## src/rtl/flp_pkg.sv

```systemverilog
package flp_pkg;

    localparam logic [31:0] FW_SIGNATURE = 32'hFEEDF00D;
    localparam logic [31:0] FW_SIGNATURE_REV = 32'h0DF0EDFE;

    typedef enum logic [3:0] {
        ERR_NONE     = 4'd0,
        ERR_MAGIC    = 4'd1,
        ERR_LENGTH   = 4'd2,
        ERR_ENGINE   = 4'd3,
        ERR_OFFSET   = 4'd4,
        ERR_TYPE     = 4'd5,
        ERR_OVERFLOW = 4'd6,
        ERR_BUSY     = 4'd7,
        ERR_NO_END   = 4'd8
    } flp_err_e;

    typedef enum logic [3:0] {
        ST_IDLE,
        ST_SIGN,
        ST_IDENT,
        ST_LEN,
        ST_TTYPE,
        ST_TOFF,
        ST_SEEK,
        ST_BCOUNT,
        ST_BDATA
    } flp_state_e;

endpackage

```

## src/rtl/flp_word_norm.sv

```systemverilog
module flp_word_norm #(
    parameter int LANES = 4
) (
    input  logic [8*LANES-1:0] in_word,
    input  logic               reverse,
    output logic [8*LANES-1:0] out_word
);
    for (genvar b = 0; b < LANES; b++) begin : g_lane
        assign out_word[8*b +: 8] = reverse ? in_word[8*(LANES-1-b) +: 8]
                                            : in_word[8*b +: 8];
    end
endmodule

```

## src/rtl/flp_block_table.sv

```systemverilog
module flp_block_table #(
    parameter int DEPTH = 8,
    parameter int OFF_W = 16,
    parameter int IDX_W = 4
) (
    input  logic             clk,
    input  logic             rst_n,
    input  logic             we,
    input  logic [IDX_W-1:0] wr_idx,
    input  logic [OFF_W-1:0] wr_off,
    input  logic             wr_is_data,
    input  logic [IDX_W-1:0] rd_idx,
    output logic [OFF_W-1:0] rd_off,
    output logic             rd_is_data
);
    logic [OFF_W-1:0] off_q  [DEPTH];
    logic             kind_q [DEPTH];

    for (genvar e = 0; e < DEPTH; e++) begin : g_entry
        always_ff @(posedge clk or negedge rst_n) begin
            if (!rst_n) begin
                off_q[e]  <= '0;
                kind_q[e] <= 1'b0;
            end else if (we && (wr_idx == IDX_W'(e))) begin
                off_q[e]  <= wr_off;
                kind_q[e] <= wr_is_data;
            end
        end
    end

    always_comb begin
        rd_off     = '0;
        rd_is_data = 1'b0;
        for (int i = 0; i < DEPTH; i++) begin
            if (rd_idx == IDX_W'(i)) begin
                rd_off     = off_q[i];
                rd_is_data = kind_q[i];
            end
        end
    end
endmodule

```

## src/rtl/flp_bound_chk.sv

```systemverilog
module flp_bound_chk #(
    parameter int IMG_W      = 16,
    parameter int IMEM_WORDS = 2048,
    parameter int DMEM_WORDS = 2048
) (
    input  logic [31:0]      base,
    input  logic [31:0]      count,
    input  logic             is_data,
    input  logic [IMG_W-1:0] pos,
    input  logic [IMG_W-1:0] size,
    output logic             mem_over,
    output logic             img_over
);
    localparam logic [32:0] ILIM = 33'(IMEM_WORDS);
    localparam logic [32:0] DLIM = 33'(DMEM_WORDS);

    logic [32:0] mem_end;
    logic [32:0] img_end;

    always_comb begin
        mem_end  = {1'b0, base} + {1'b0, count};
        img_end  = {1'b0, count} + 33'(pos) + 33'd1;
        mem_over = mem_end > (is_data ? DLIM : ILIM);
        img_over = img_end > 33'(size);
    end
endmodule

```

## src/rtl/flp_loader.sv

```systemverilog
module flp_loader
    import flp_pkg::*;
#(
    parameter int SMALL_MEM  = 1,
    parameter int MAX_BLOCKS = 8,
    parameter int IMG_W      = 16,
    localparam int MEM_WORDS = (SMALL_MEM != 0) ? 2048 : 4096,
    localparam int ADDR_W    = $clog2(MEM_WORDS)
) (
    input  logic              clk,
    input  logic              rst_n,
    input  logic              start,
    input  logic [IMG_W-1:0]  img_words,
    input  logic [3:0]        cfg_engine,
    input  logic              eng_running,
    input  logic              in_valid,
    input  logic [31:0]       in_data,
    output logic              wr_en,
    output logic              wr_dmem,
    output logic [ADDR_W-1:0] wr_addr,
    output logic [31:0]       wr_data,
    output logic              done,
    output logic [3:0]        err_code,
    output logic              eng_start
);
    localparam int CNT_W = $clog2(MAX_BLOCKS + 1);
    localparam logic [IMG_W-1:0] POS_ONE = IMG_W'(1);
    localparam logic [CNT_W-1:0] CNT_ONE = CNT_W'(1);
    localparam logic [CNT_W-1:0] CNT_MAX = CNT_W'(MAX_BLOCKS);

    typedef struct packed {
        flp_state_e       st;
        logic             rev;
        logic [IMG_W-1:0] want;
        logic [IMG_W-1:0] size;
        logic [IMG_W-1:0] pos;
        logic [CNT_W-1:0] nblk;
        logic [CNT_W-1:0] cur;
        logic             pend_data;
        logic [31:0]      base;
        logic [ADDR_W-1:0] waddr;
        logic [IMG_W-1:0] left;
        logic             wr_en;
        logic             wr_dmem;
        logic [ADDR_W-1:0] wr_addr;
        logic [31:0]      wr_data;
        logic             done;
        flp_err_e         err;
        logic             eng_start;
    } regs_t;

    regs_t q, d;

    logic [31:0]      word;
    logic             tab_we;
    logic [IMG_W-1:0] ent_off;
    logic             ent_data;
    logic             mem_over;
    logic             img_over;
    logic             last;
    logic             fin;
    flp_err_e         fin_err;
    logic [CNT_W-1:0] nxt_cur;

    flp_word_norm #(.LANES(4)) u_norm (
        .in_word  (in_data),
        .reverse  (q.rev),
        .out_word (word)
    );

    flp_block_table #(.DEPTH(MAX_BLOCKS), .OFF_W(IMG_W), .IDX_W(CNT_W)) u_table (
        .clk        (clk),
        .rst_n      (rst_n),
        .we         (tab_we),
        .wr_idx     (q.nblk),
        .wr_off     (word[IMG_W-1:0]),
        .wr_is_data (q.pend_data),
        .rd_idx     (q.cur),
        .rd_off     (ent_off),
        .rd_is_data (ent_data)
    );

    flp_bound_chk #(.IMG_W(IMG_W), .IMEM_WORDS(MEM_WORDS), .DMEM_WORDS(MEM_WORDS)) u_bound (
        .base     (q.base),
        .count    (word),
        .is_data  (ent_data),
        .pos      (q.pos),
        .size     (q.size),
        .mem_over (mem_over),
        .img_over (img_over)
    );

    always_comb begin
        d         = q;
        d.wr_en   = 1'b0;
        d.done    = 1'b0;
        d.eng_start = 1'b0;
        tab_we    = 1'b0;
        fin       = 1'b0;
        fin_err   = ERR_NONE;
        nxt_cur   = q.cur + CNT_ONE;
        last      = (q.pos + POS_ONE) == q.size;

        if (start) begin
            if (eng_running) begin
                fin     = 1'b1;
                fin_err = ERR_BUSY;
            end else begin
                d.st   = ST_SIGN;
                d.want = img_words;
                d.rev  = 1'b0;
            end
        end else if (in_valid && (q.st != ST_IDLE)) begin
            if (q.st >= ST_TTYPE) d.pos = q.pos + POS_ONE;
            case (q.st)
                ST_SIGN: begin
                    if (in_data == FW_SIGNATURE) begin
                        d.st = ST_IDENT;
                    end else if (in_data == FW_SIGNATURE_REV) begin
                        d.st  = ST_IDENT;
                        d.rev = 1'b1;
                    end else begin
                        fin = 1'b1; fin_err = ERR_MAGIC;
                    end
                end
                ST_IDENT: begin
                    if ((word[27:24] != cfg_engine) ||
                        ((SMALL_MEM != 0) && (word[31:28] != 4'd0))) begin
                        fin = 1'b1; fin_err = ERR_ENGINE;
                    end else begin
                        d.st = ST_LEN;
                    end
                end
                ST_LEN: begin
                    if (({1'b0, word} + 33'd3) != 33'(q.want)) begin
                        fin = 1'b1; fin_err = ERR_LENGTH;
                    end else if (word == 32'd0) begin
                        fin = 1'b1; fin_err = ERR_NO_END;
                    end else begin
                        d.st   = ST_TTYPE;
                        d.size = word[IMG_W-1:0];
                        d.pos  = '0;
                        d.nblk = '0;
                        d.cur  = '0;
                    end
                end
                ST_TTYPE: begin
                    if (word == 32'hF) begin
                        d.st = ST_SEEK;
                        if (last) begin
                            fin     = 1'b1;
                            fin_err = (q.nblk == '0) ? ERR_NONE : ERR_OFFSET;
                        end
                    end else if ((word == 32'd0) || (word == 32'd1)) begin
                        if ((q.nblk == CNT_MAX) || last) begin
                            fin = 1'b1; fin_err = ERR_NO_END;
                        end else begin
                            d.pend_data = word[0];
                            d.st        = ST_TOFF;
                        end
                    end else begin
                        fin = 1'b1; fin_err = ERR_TYPE;
                    end
                end
                ST_TOFF: begin
                    if (({1'b0, word} + 33'd2) > 33'(q.size)) begin
                        fin = 1'b1; fin_err = ERR_OFFSET;
                    end else if (last) begin
                        fin = 1'b1; fin_err = ERR_NO_END;
                    end else begin
                        tab_we = 1'b1;
                        d.nblk = q.nblk + CNT_ONE;
                        d.st   = ST_TTYPE;
                    end
                end
                ST_SEEK: begin
                    if (q.cur == q.nblk) begin
                        if (last) fin = 1'b1;
                    end else if (ent_off < q.pos) begin
                        fin = 1'b1; fin_err = ERR_OFFSET;
                    end else if (ent_off == q.pos) begin
                        d.base = word;
                        d.st   = ST_BCOUNT;
                    end
                end
                ST_BCOUNT: begin
                    if (mem_over) begin
                        fin = 1'b1; fin_err = ERR_OVERFLOW;
                    end else if (img_over) begin
                        fin = 1'b1; fin_err = ERR_LENGTH;
                    end else if (word == 32'd0) begin
                        d.cur = nxt_cur;
                        d.st  = ST_SEEK;
                        if (last) begin
                            fin     = 1'b1;
                            fin_err = (nxt_cur == q.nblk) ? ERR_NONE : ERR_OFFSET;
                        end
                    end else begin
                        d.left  = word[IMG_W-1:0];
                        d.waddr = q.base[ADDR_W-1:0];
                        d.st    = ST_BDATA;
                    end
                end
                ST_BDATA: begin
                    d.wr_en   = 1'b1;
                    d.wr_dmem = ent_data;
                    d.wr_addr = q.waddr;
                    d.wr_data = word;
                    d.waddr   = q.waddr + ADDR_W'(1);
                    d.left    = q.left - POS_ONE;
                    if (q.left == POS_ONE) begin
                        d.cur = nxt_cur;
                        d.st  = ST_SEEK;
                        if (last) begin
                            fin     = 1'b1;
                            fin_err = (nxt_cur == q.nblk) ? ERR_NONE : ERR_OFFSET;
                        end
                    end
                end
                default: d.st = ST_IDLE;
            endcase
        end

        if (fin) begin
            d.st        = ST_IDLE;
            d.done      = 1'b1;
            d.err       = fin_err;
            d.eng_start = (fin_err == ERR_NONE);
        end
    end

    always_ff @(posedge clk or negedge rst_n) begin
        if (!rst_n) q <= '0;
        else        q <= d;
    end

    assign wr_en     = q.wr_en;
    assign wr_dmem   = q.wr_dmem;
    assign wr_addr   = q.wr_addr;
    assign wr_data   = q.wr_data;
    assign done      = q.done;
    assign err_code  = q.err;
    assign eng_start = q.eng_start;
endmodule

```

## config.mk

```make
export PLATFORM = sky130hd
export DESIGN_NAME = flp_loader
export DESIGN_NICKNAME = d
export VERILOG_FILES = /design/src/rtl/flp_pkg.sv /design/src/rtl/flp_word_norm.sv /design/src/rtl/flp_block_table.sv /design/src/rtl/flp_bound_chk.sv /design/src/rtl/flp_loader.sv
export SDC_FILE = /design/constraint.sdc
export NUM_CORES = 1
export LEC_CHECK = 0
export BUFFER_PORTS_ARGS = -buffer_cell sky130_fd_sc_hd__buf_2
export CAP_MARGIN = 15
export CELL_PAD_IN_SITES_DETAIL_PLACEMENT = 1
export CELL_PAD_IN_SITES_GLOBAL_PLACEMENT = 1
export CORE_MARGIN = 2
export CORE_UTILIZATION = 50
export DETAILED_ROUTE_END_ITERATION = 6
export PLACE_DENSITY = 0.86
export SLEW_MARGIN = 15
export SYNTH_ARGS = -nofsm -noshare
export SYNTH_HDL_FRONTEND = slang
export SYNTH_HIERARCHICAL = 1
export SYNTH_SLANG_ARGS = --single-unit
export TNS_END_PERCENT = 50
```

## constraint.sdc

```tcl
create_clock -name clk -period 7.8 [get_ports clk]
set_clock_uncertainty 0.05 [all_clocks]
set_input_delay 1.17 -clock clk [delete_from_list [all_inputs] [get_ports clk]]
set_output_delay 1.17 -clock clk [all_outputs]
set_load 0.01 [all_outputs]
```

Yosys cells after proc, flatten, opt, wreduce, memory -nomap -nowiden
Index checks and enable logic that the tools add are counted.
Word-level totals
  register bits after elaboration: 308
  input bits: 57
  output and inout bits: 51
  logic and storage cells: 266
Operators by class
  add/subtract/negate cells: 10
  order comparisons: 5
  equality and inequality tests: 60
  multiplexer cells: 113
  bitwise logic cells: 8
  reductions and logical operators: 36
Operators by type and width (number)
  16-bit 2-to-1 mux: 10
  4-bit 2-to-1 mux: 34
  45-bit 2-to-1 mux: 3
  27-bit 2-to-1 mux: 3
  32-bit by 2-bit adder with 33-bit output (second input constant): 2
  33-bit by 16-bit greater-than comparator with 1-bit output: 2
  4-bit one-hot mux with 8 select lines: 2
  27-bit one-hot mux with 2 select lines: 1
  4-bit by 3-bit == test with 1-bit output (second input constant): 12
  24-bit 2-to-1 mux: 2
  4-bit != test (second input constant): 11
  1-bit 2-to-1 mux: 35
  32-bit by 16-bit adder with 33-bit output: 1
  32-bit by 32-bit adder with 33-bit output: 1
  33-bit by 1-bit adder with 33-bit output (second input constant): 1
  33-bit by 12-bit greater-than comparator with 1-bit output (second input constant): 1
  33-bit by 16-bit != test with 1-bit output: 1
  16-bit == test: 2
  32-bit by 1-bit == test with 1-bit output (second input constant): 1
  32-bit by 28-bit == test with 1-bit output (second input constant): 1
  32-bit == test (second input constant): 1
  32-bit by 4-bit == test with 1-bit output (second input constant): 1
  32-bit logical NOT: 1
  8-bit 2-to-1 mux: 4
  37 further kinds: 99

Logic depth before layout (Yosys ltp)
Gate-level depths: netlist (run 1).
  word-level depth: 17
  depth in mapped cells: 30
  gate-level depth less buffers: 28

Modules after synthesis
The synthesis (run 1) kept the hierarchy.
By module, submodules not included
  flp_loader: times used 1, cells each 1220, area an instance 11369.7 um2, sequential area each 4304.1 um2
  flp_block_table: times used 1, cells each 487, area an instance 6581.3 um2, sequential area each 3403.3 um2
  flp_bound_chk: times used 1, cells each 511, area an instance 3475.8 um2, sequential area each 0.0 um2
  flp_word_norm: times used 1, cells each 36, area an instance 544.3 um2, sequential area each 0.0 um2

Least setup slack after synthesis (run 1)
Ideal clock, no wire load.
  path kind: input port to flip-flop
  start point: input port in_data[0]
  end point: register q[114] (netlist name)
  setup time: 92 ps
  data arrival time: 5928 ps
  data required time: 7658 ps
  slack: 1730 ps
  stages on the path: 26
  buffers on the path: 0
  path through: mux2_4 inv_1 ha_1 inv_1 fa_1 a211oi_1 o211ai_1 and3_1 o21a_1 o21a_1 o21a_1 nor2_1 xnor2_1 ha_1 nor2b_1 o21ai_0 a21oi_1 a211oi_1 o2111ai_1 a31oi_1 nand4_1 o21ai_0 o211ai_1 or4_4 nand2b_4 o31ai_2
On the way
  longest elaborated chain between the ends: 6
  elaborated cells on any way between the ends: 16
  those cells by class: add/sub (4); order compare (2); eq/ne (6); mux (2); reduce/logical (2)
RTL lines
  start: declaration: line flp_loader.sv:17  | input logic [31:0] in_data,
  8-bit 2-to-1 mux: line flp_word_norm.sv:9  | assign out_word[8*b +: 8] = reverse ? in_word[8*(LANES-1-b) +: 8]
  32-bit by 16-bit adder with 33-bit output *: line flp_bound_chk.sv:22  | img_end = {1'b0, count} + 33'(pos) + 33'd1;
  33-bit by 1-bit adder with 33-bit output *: line flp_bound_chk.sv:22
  33-bit by 16-bit greater-than comparator with 1-bit output *: line flp_bound_chk.sv:24  | img_over = img_end > 33'(size);
  net img_over: line flp_loader.sv:59  | logic img_over;
  2-bit != test (no line) *
  9-bit AND reduction (no line) *
  end signal: assignment: line flp_loader.sv:233  | if (!rst_n) q <= '0;
  end signal: assignment: line flp_loader.sv:234  | else q <= d;
  end: declaration: line flp_loader.sv:52  | regs_t q, d;
Mark *: on every way through the listed nets, which the timed path passes. The rest lies on a longest branch.
A chain may end at the register's enable or synchronous reset.

Final worst setup path (run 1)
  start point: register q[167] (netlist name)
  end point: register u_table/off_q[61] (netlist name)
On the way
  longest elaborated chain between the ends: 8
  elaborated cells on any way between the ends: 11
  those cells by class: add/sub (1); order compare (1); mux (8); reduce/logical (1)
RTL lines
  8-bit 2-to-1 mux: line flp_word_norm.sv:9
  net word[9]: line flp_loader.sv:54  | logic [31:0] word;
  32-bit by 2-bit adder with 33-bit output: line flp_loader.sv:166  | if (({1'b0, word} + 33'd2) > 33'(q.size)) begin
  33-bit by 16-bit greater-than comparator with 1-bit output: line flp_loader.sv:166
  1-bit 2-to-1 mux: line flp_loader.sv:166
  1-bit 2-to-1 mux: line flp_loader.sv:115  | case (q.st)
  1-bit 2-to-1 mux: line flp_loader.sv:113  | end else if (in_valid && (q.st != ST_IDLE)) begin
  1-bit 2-to-1 mux: line flp_loader.sv:104  | if (start) begin
  net tab_we: line flp_loader.sv:55  | logic tab_we;
  1-bit logical AND: line flp_block_table.sv:24  | end else if (we && (wr_idx == IDX_W'(e))) begin
  end signal: indexed assignment: line flp_block_table.sv:25  | off_q[e] <= wr_off;
  end: declaration: line flp_block_table.sv:16  | logic [OFF_W-1:0] off_q [DEPTH];
The timed path passes the listed nets, and every way through them passes these cells.

==> results of run 1 <==
-- power groups by stage --
stage,combinational (mW),sequential (mW),clock [mW]
2_1_floorplan,0.399,1.68,0
3_3_place_gp,0.569,1.70,0
3_5_place_dp,0.603,1.71,0
4_1_cts,0.620,1.68,1.94
5_1_grt,0.681,1.68,1.99
6_report,0.637,1.68,1.92
-- state kept, by name, indices dropped and copies added (netlist names) --
register,cells
done,1
eng_start,1
err_code,4
q,121
u_table/kind_q,8
u_table/off_q,128
wr_addr,11
wr_data,32
wr_dmem,1
wr_en,1
-- final timing paths --
kind	from	to	depth (start not counted)
setup reg to reg	q[167]	u_table/off_q[61]	17
min in group asynchronous	rst_n	q[167]	1
hold / removal	wr_data[26]	wr_data[26]	1
max in group asynchronous	rst_n	q[112]	2
hold reg to reg	wr_data[26]	wr_data[26]	1
setup / recovery	q[167]	u_table/off_q[61]	17
-- metrics by stage --
step | utilization (%) | hold WS (ns) | instance area, um^2 | setup slack, ns | power [mW]
after global routing | 55.10 | 0.4729 | 23840 | 0.3745 | 4.358
after global placement | 52.01 | 0.4282 | 22500 | 0.9246 | 2.272
final | 55.10 | 0.4515 | 23840 | 0.7422 | 4.242
after detailed placement | 52.01 | 0.4386 | 22500 | 0.6577 | 2.309
after CTS | 55.10 | 0.4556 | 23840 | 0.9860 | 4.241
after floorplan | - | 0.4128 | 21970 | 1.730 | 2.077
-- placed cells by master, fill, tap and decap left out, types with 32 or more instances in the layout --
master and count:
a21oi_1 132, mux2_2 253, nand2_1 114, ha_1 108
nand4_1 50, xnor2_1 54, nand2b_1 34, nand3_1 64
nor3_1 41, xor2_1 39, o21ai_0 123, a31oi_1 32
buf_2 106, mux2i_1 48, dfrtp_1 305, nor2_1 118
clkbuf_16 38, inv_1 91
-- layout make-up --
| type | instances | area (um^2) |
|---|---|---|
| well taps | 585 | 732.0 |
| multi-input cells | 1688 | 12940 |
| flip-flops and latches | 308 | 7711 |
| inverters | 91 | 341.6 |
| clock inverters | 16 | 241.5 |
| clock buffers | 52 | 1094 |
| repair buffers | 136 | 775.7 |
| fillers | 4798 | 19430 |
-- cell families (layout without fill, tap and decap cells) --
logic type                 count (synthesis)  in the layout  synth area share [%]
and+or+nand+nor                          607            607                 15.39
AOI/OAI and AO/OA                        543            543                 16.00
adders and majority gates                110            110                 6.333
DFF                                      308            308                 35.08
buffers and inverters                    258            295                 6.082
xor gates and xnor gates                  93             93                 3.707
muxes                                    335            335                 17.41
-- routing by layer --
layer  vias to the layer above  GRT usage, %  share of wire, %
li1                       8319             -                 -
met1                      9835         45.06                39
met2                      1028         57.02                46
met3                       325         6.957               8.2
met4                         4         21.12               6.2
met5                         -             0             0.036
-- critical path, delay by kind of cell, from the launching register on --
kind                     cells  cell delay (ns)
buffers and inverters        1             0.32
flip-flops                   1             0.86
AND/OR/NAND/NOR              9             3.59
XOR/XNOR                     1             0.18
multiplexers                 2             0.93
AO/OA/AOI/OAI                3             0.64
adder cells (fa/ha/maj)      1             0.33
==> reports/qor.csv, run 1 <==
metric,value,unit
post-route-period-util,90.48,%
regToRegSetupSlack,0.74,ns
ys_types,103,
yosys.cell_count.top_type,dfrtp_1,
synth_edf_count,0,
clockBufferDepth,3,
initialDrtViolationCount,1917,
ant_nets,0,
rsz0062_at_grt,no,
power.internal,3.006,mW
grt_max_degree,166,
synth_top_area_share,35.08,%
hold_violations,0,
drive_above_1_share,23.53,%
period_needed,7.058,ns
critPathArrivalTime,7.45,ns
grt_first_pass_wirelength,124.2,mm
grt_pass1_vias,20730,
synthArstFlopShare,100.0,%
swShare,29.13,%
dp_hpwl,54.22,mm
ys_ff_latch,308,
io_pins,108,
wire_per_inst,28.13,um
antenna_found_initial,2,
startpoint_type,flip-flop,
crit_chain,buf_4 -> mux2_4 -> nand3_1 -> nor4_2 -> nand3_1 -> xnor2_1 -> ha_1 -> a21o_1 -> a211oi_1 -> and4_1 -> o311ai_0 -> nor3_1 -> nand3_1 -> nor2_1 -> nand3b_4 -> nand2b_1 -> mux2_2,
coreArea,43270,um^2
die_w,213.6,um
seq_area_frac_synth,35.08,%
clockRootBuffer,clkbuf_16,
maxCapViolCount,0,
stdcell_count,2876,
cts_hold_buf,0,
max_freq,141.7,MHz
relSlewSlack,15.84,%
pwr-share-comb,15.0,%
crit_slowest_cell,dfrtp_2,
syn_inst,2254,
drt-pass1-iter-count,6,
start_util,50.78,%
cts_tree,built,
syn2layout_area_growth,8.497,%
synth_nets,2421,
synthTopCellsByArea,"dfrtp_1, mux2_2, ha_1, a21oi_1, o21ai_0",
path_common_cell,nand3_1,
cts_max_level,2,
cts-buffers-inserted,37,
tns,0,ns
yosysWarnings,6,
num_antenna_cells,0,
cts_resized,0,
drc,0,
vias_per_cell,6.784,
netlist_area,21970,um^2
post_cts_buffers,0,
setup_viol,0,
crit_fanout,26,
finalMaxSlewViolations,0,
ys.flop_type,dfrtp_1,
status,"complete, no violations",
power_frac_seq,39.6,%
end_kind,flip-flop,
max_stage_delay,0.86,ns
clock-sinks,308,
grt.overflow.total,0,
tightest_slew,1.251,ns
dp.cells,2808,
required,8.19,ns
place_congestion,0.9441,
synth_area_leader_cell,dfrtp_1,
fin_nets,2429,
path_clk_slew,0.06,ns
dieArea,45640,um^2
avgSynthCellArea,9.748,um^2
peakVddDrop,191.3,uV
switchingPower,1.236,mW
grt_usage,35.69,%
totalWireLength,80.89,mm
std_cell_rows,76,
clockPowerShare,45.4,%
min_path_type,reg2reg,
routed-via-count,19510,
port_buffers,107,
power-per-cell-area,177.9,nW/um^2
die_y,213.6,um
leakagePower,10.78,nW
clk_latency,0.58,ns
netlist_top_cells_count,"dfrtp_1, mux2_2, a21oi_1",
crit_type,reg2reg,
Power figures use the tool's default switching activity.
==> inputs of run 2 (changes only) <==
Settings changed: BUFFER_PORTS_ARGS -buffer_cell sky130_fd_sc_hd__buf_2 to default, CORE_UTILIZATION 50 to 52, DONT_BUFFER_PORTS from default to 1.
==> run 2 against run 1 <==
Compared with the run above: combinational power down 15%; register-to-register slack worse by 0.05 ns; wire length down 11%; critical path type unchanged; final area down 2.9%.
==> reports/qor.csv, run 2 (same netlist as run 1, synthesis figures left out) <==
metric,value,unit,change
status,"complete, no violations",,
clockBufferDepth,3,,unchanged
cts_hold_buf,0,,unchanged
hold_violations,0,,unchanged
vias_per_cell,6.745,,-0.58%
place_congestion,0.9248,,-2.0%
grt_first_pass_wirelength,113.7,mm,-8.5%
drt-pass1-iter-count,5,,-1
port_buffers,0,,-100%
cts_max_level,2,,unchanged
clockRootBuffer,clkbuf_16,,
power-per-cell-area,178.2,nW/um^2,+0.12%
fillers,4612,,-3.9%
post_cts_buffers,0,,unchanged
power_frac_seq,40.7,%,+1.1 points
end_kind,flip-flop,,
wire_per_inst,26.64,um,-5.3%
max_freq,140.6,MHz,-0.74%
finalMaxSlewViolations,0,,unchanged
rsz0062_at_grt,no,,
critPathArrivalTime,7.50,ns,+0.05 ns
crit_type,reg2reg,,
place_ws,0.7253,ns,+0.06761 ns
clk_latency,0.58,ns,about the same
ant_nets,0,,unchanged
io_pins,108,,unchanged
wl_met2,35.39,mm,-5.0%
grt.overflow.total,0,,unchanged
grt_pass1_vias,19720,,-4.9%
top_register,u_table/off_q,,
period_needed,7.110,ns,+0.05250 ns
path_clk_slew,0.06,ns,about the same
clock-sinks,308,,unchanged
peakVddDrop,163.2,uV,-15%
maxUsedRoutingLayer,met5,,
switchingPower,1.131,mW,-8.5%
crit_fanout,25,,-3.8%
grt_max_degree,309,,+86%
power.internal,2.993,mW,-0.44%
antenna_found_initial,2,,unchanged
regToRegSetupSlack,0.69,ns,-0.05 ns
required,8.19,ns,about the same
drc,0,,unchanged
cts-buffers-inserted,37,,unchanged
relSlewSlack,18.68,%,+2.8 points
tightest_slew,1.220,ns,-0.03105 ns
coreArea,41850,um^2,-3.3%
initialDrtViolationCount,1156,,-40%
most-common-layout-cells,"dfrtp_1, mux2_2, a21oi_1",,
largest_reg_flops,128,,unchanged
dieArea,43910,um^2,-3.8%
grt_usage,33.04,%,-2.6 points
worst_slack,0.6897,ns,-0.05250 ns
fin_nets,2311,,-4.9%
syn2layout_area_growth,5.359,%,
cts_tree,built,,
dp_hpwl,48.47,mm,-11%
leakagePower,10.22,nW,-5.2%
maxCapViolCount,0,,unchanged
clockPowerShare,46.1,%,+0.7 points
std_cell_rows,75,,-1.3%
start_util,52.50,%,+1.7 points
pwr-share-comb,13.2,%,-1.8 points
startpoint_type,flip-flop,,
whs,0.2894,ns,-0.1622 ns
die_y,209.6,um,-1.9%
tns,0,ns,unchanged
cts_resized,0,,unchanged
min_path_type,in2async,,
wl_met3,4.247,mm,-36%
m1WireLength,28.81,mm,-9.7%
drive_above_1_share,19.31,%,-4.2 points
totalWireLength,72.22,mm,-11%
mostFrequentLayoutCell,dfrtp_1,,
swShare,27.43,%,-1.7 points
routed-via-count,18290,,-6.3%
post-route-period-util,91.16,%,+0.67 points
setup_viol,0,,unchanged
die_w,209.6,um,-1.9%
[run 2: cell count changes in the layout (fill, tap and decap cells not counted), sizes merged]
cell	before	now
clkinv	8	11
diode	0	2
clkbuf	52	46
bufinv	5	7
inv	93	92
buf	136	18
clkinvlp	1	0
[run 2: critical path, stage by stage (launching register included)]
cell	delay [ns]
dfrtp_2	0.60
buf_4	0.42
mux2_4	0.49
nand3_1	0.23
nor4_2	0.89
nand3_1	0.19
xnor2_1	0.18
ha_1	0.33
a21o_1	0.19
a211oi_1	0.21
and4_1	0.23
o311ai_0	0.19
nor3_1	0.43
nand3_1	0.23
nor2_1	0.32
nor3b_4	0.43
and3_1	0.91
mux2_2	0.43
[run 2: layout make-up]
| class | count | area (um^2) | area share (%) |
|---|---|---|---|
| clock inverter | 19 | 329.1 | 1.422 |
| multi-input combinational | 1688 | 12940 | 55.91 |
| sequential | 308 | 7711 | 33.31 |
| clock buffer | 46 | 1010 | 4.362 |
| antenna | 2 | 5.005 | 0.02162 |
| inverter | 91 | 341.6 | 1.476 |
| timing repair buffer | 18 | 135.1 | 0.5838 |
| tap | 539 | 674.4 | 2.913 |
[run 2: worst paths after layout]
path | startpoint | to | depth (start not counted)
max reg2reg | q[167] | u_table/kind_q[4] | 17
max in group asynchronous | rst_n | q[167] | 0
max | q[167] | u_table/kind_q[4] | 17
min reg2reg | u_table/kind_q[2] | u_table/kind_q[2] | 1
min in group clk | u_table/kind_q[2] | u_table/kind_q[2] | 1
min | rst_n | q[148] | 0
[run 2: layer usage]
layer	vias to the layer above	track usage, %
met5	-	0
met4	2	17.39
met3	232	5.731
met2	618	56.62
met1	9369	39.91
li1	8064	-
[run 2: metrics by stage]
stage	cell area [um^2]	util [%]	instances	power (mW)
4_1_cts	23140	55.30	2709	4.145
3_5_place_dp	21800	52.10	2644	2.232
5_1_grt	23140	55.30	2709	4.255
6_report	23150	55.31	2711	4.124
2_1_floorplan	21970	-	2254	2.077
3_3_place_gp	21800	52.10	2644	2.208
[run 2: power groups by stage]
| stage | clock [mW] | combinational (mW) | sequential [mW] |
|---|---|---|---|
| CTS | 1.93 | 0.532 | 1.68 |
| finish | 1.90 | 0.543 | 1.68 |
| global route | 1.98 | 0.589 | 1.68 |
| detailed placement | 0 | 0.525 | 1.71 |
| global placement | 0 | 0.503 | 1.70 |
| floorplan | 0 | 0.399 | 1.68 |
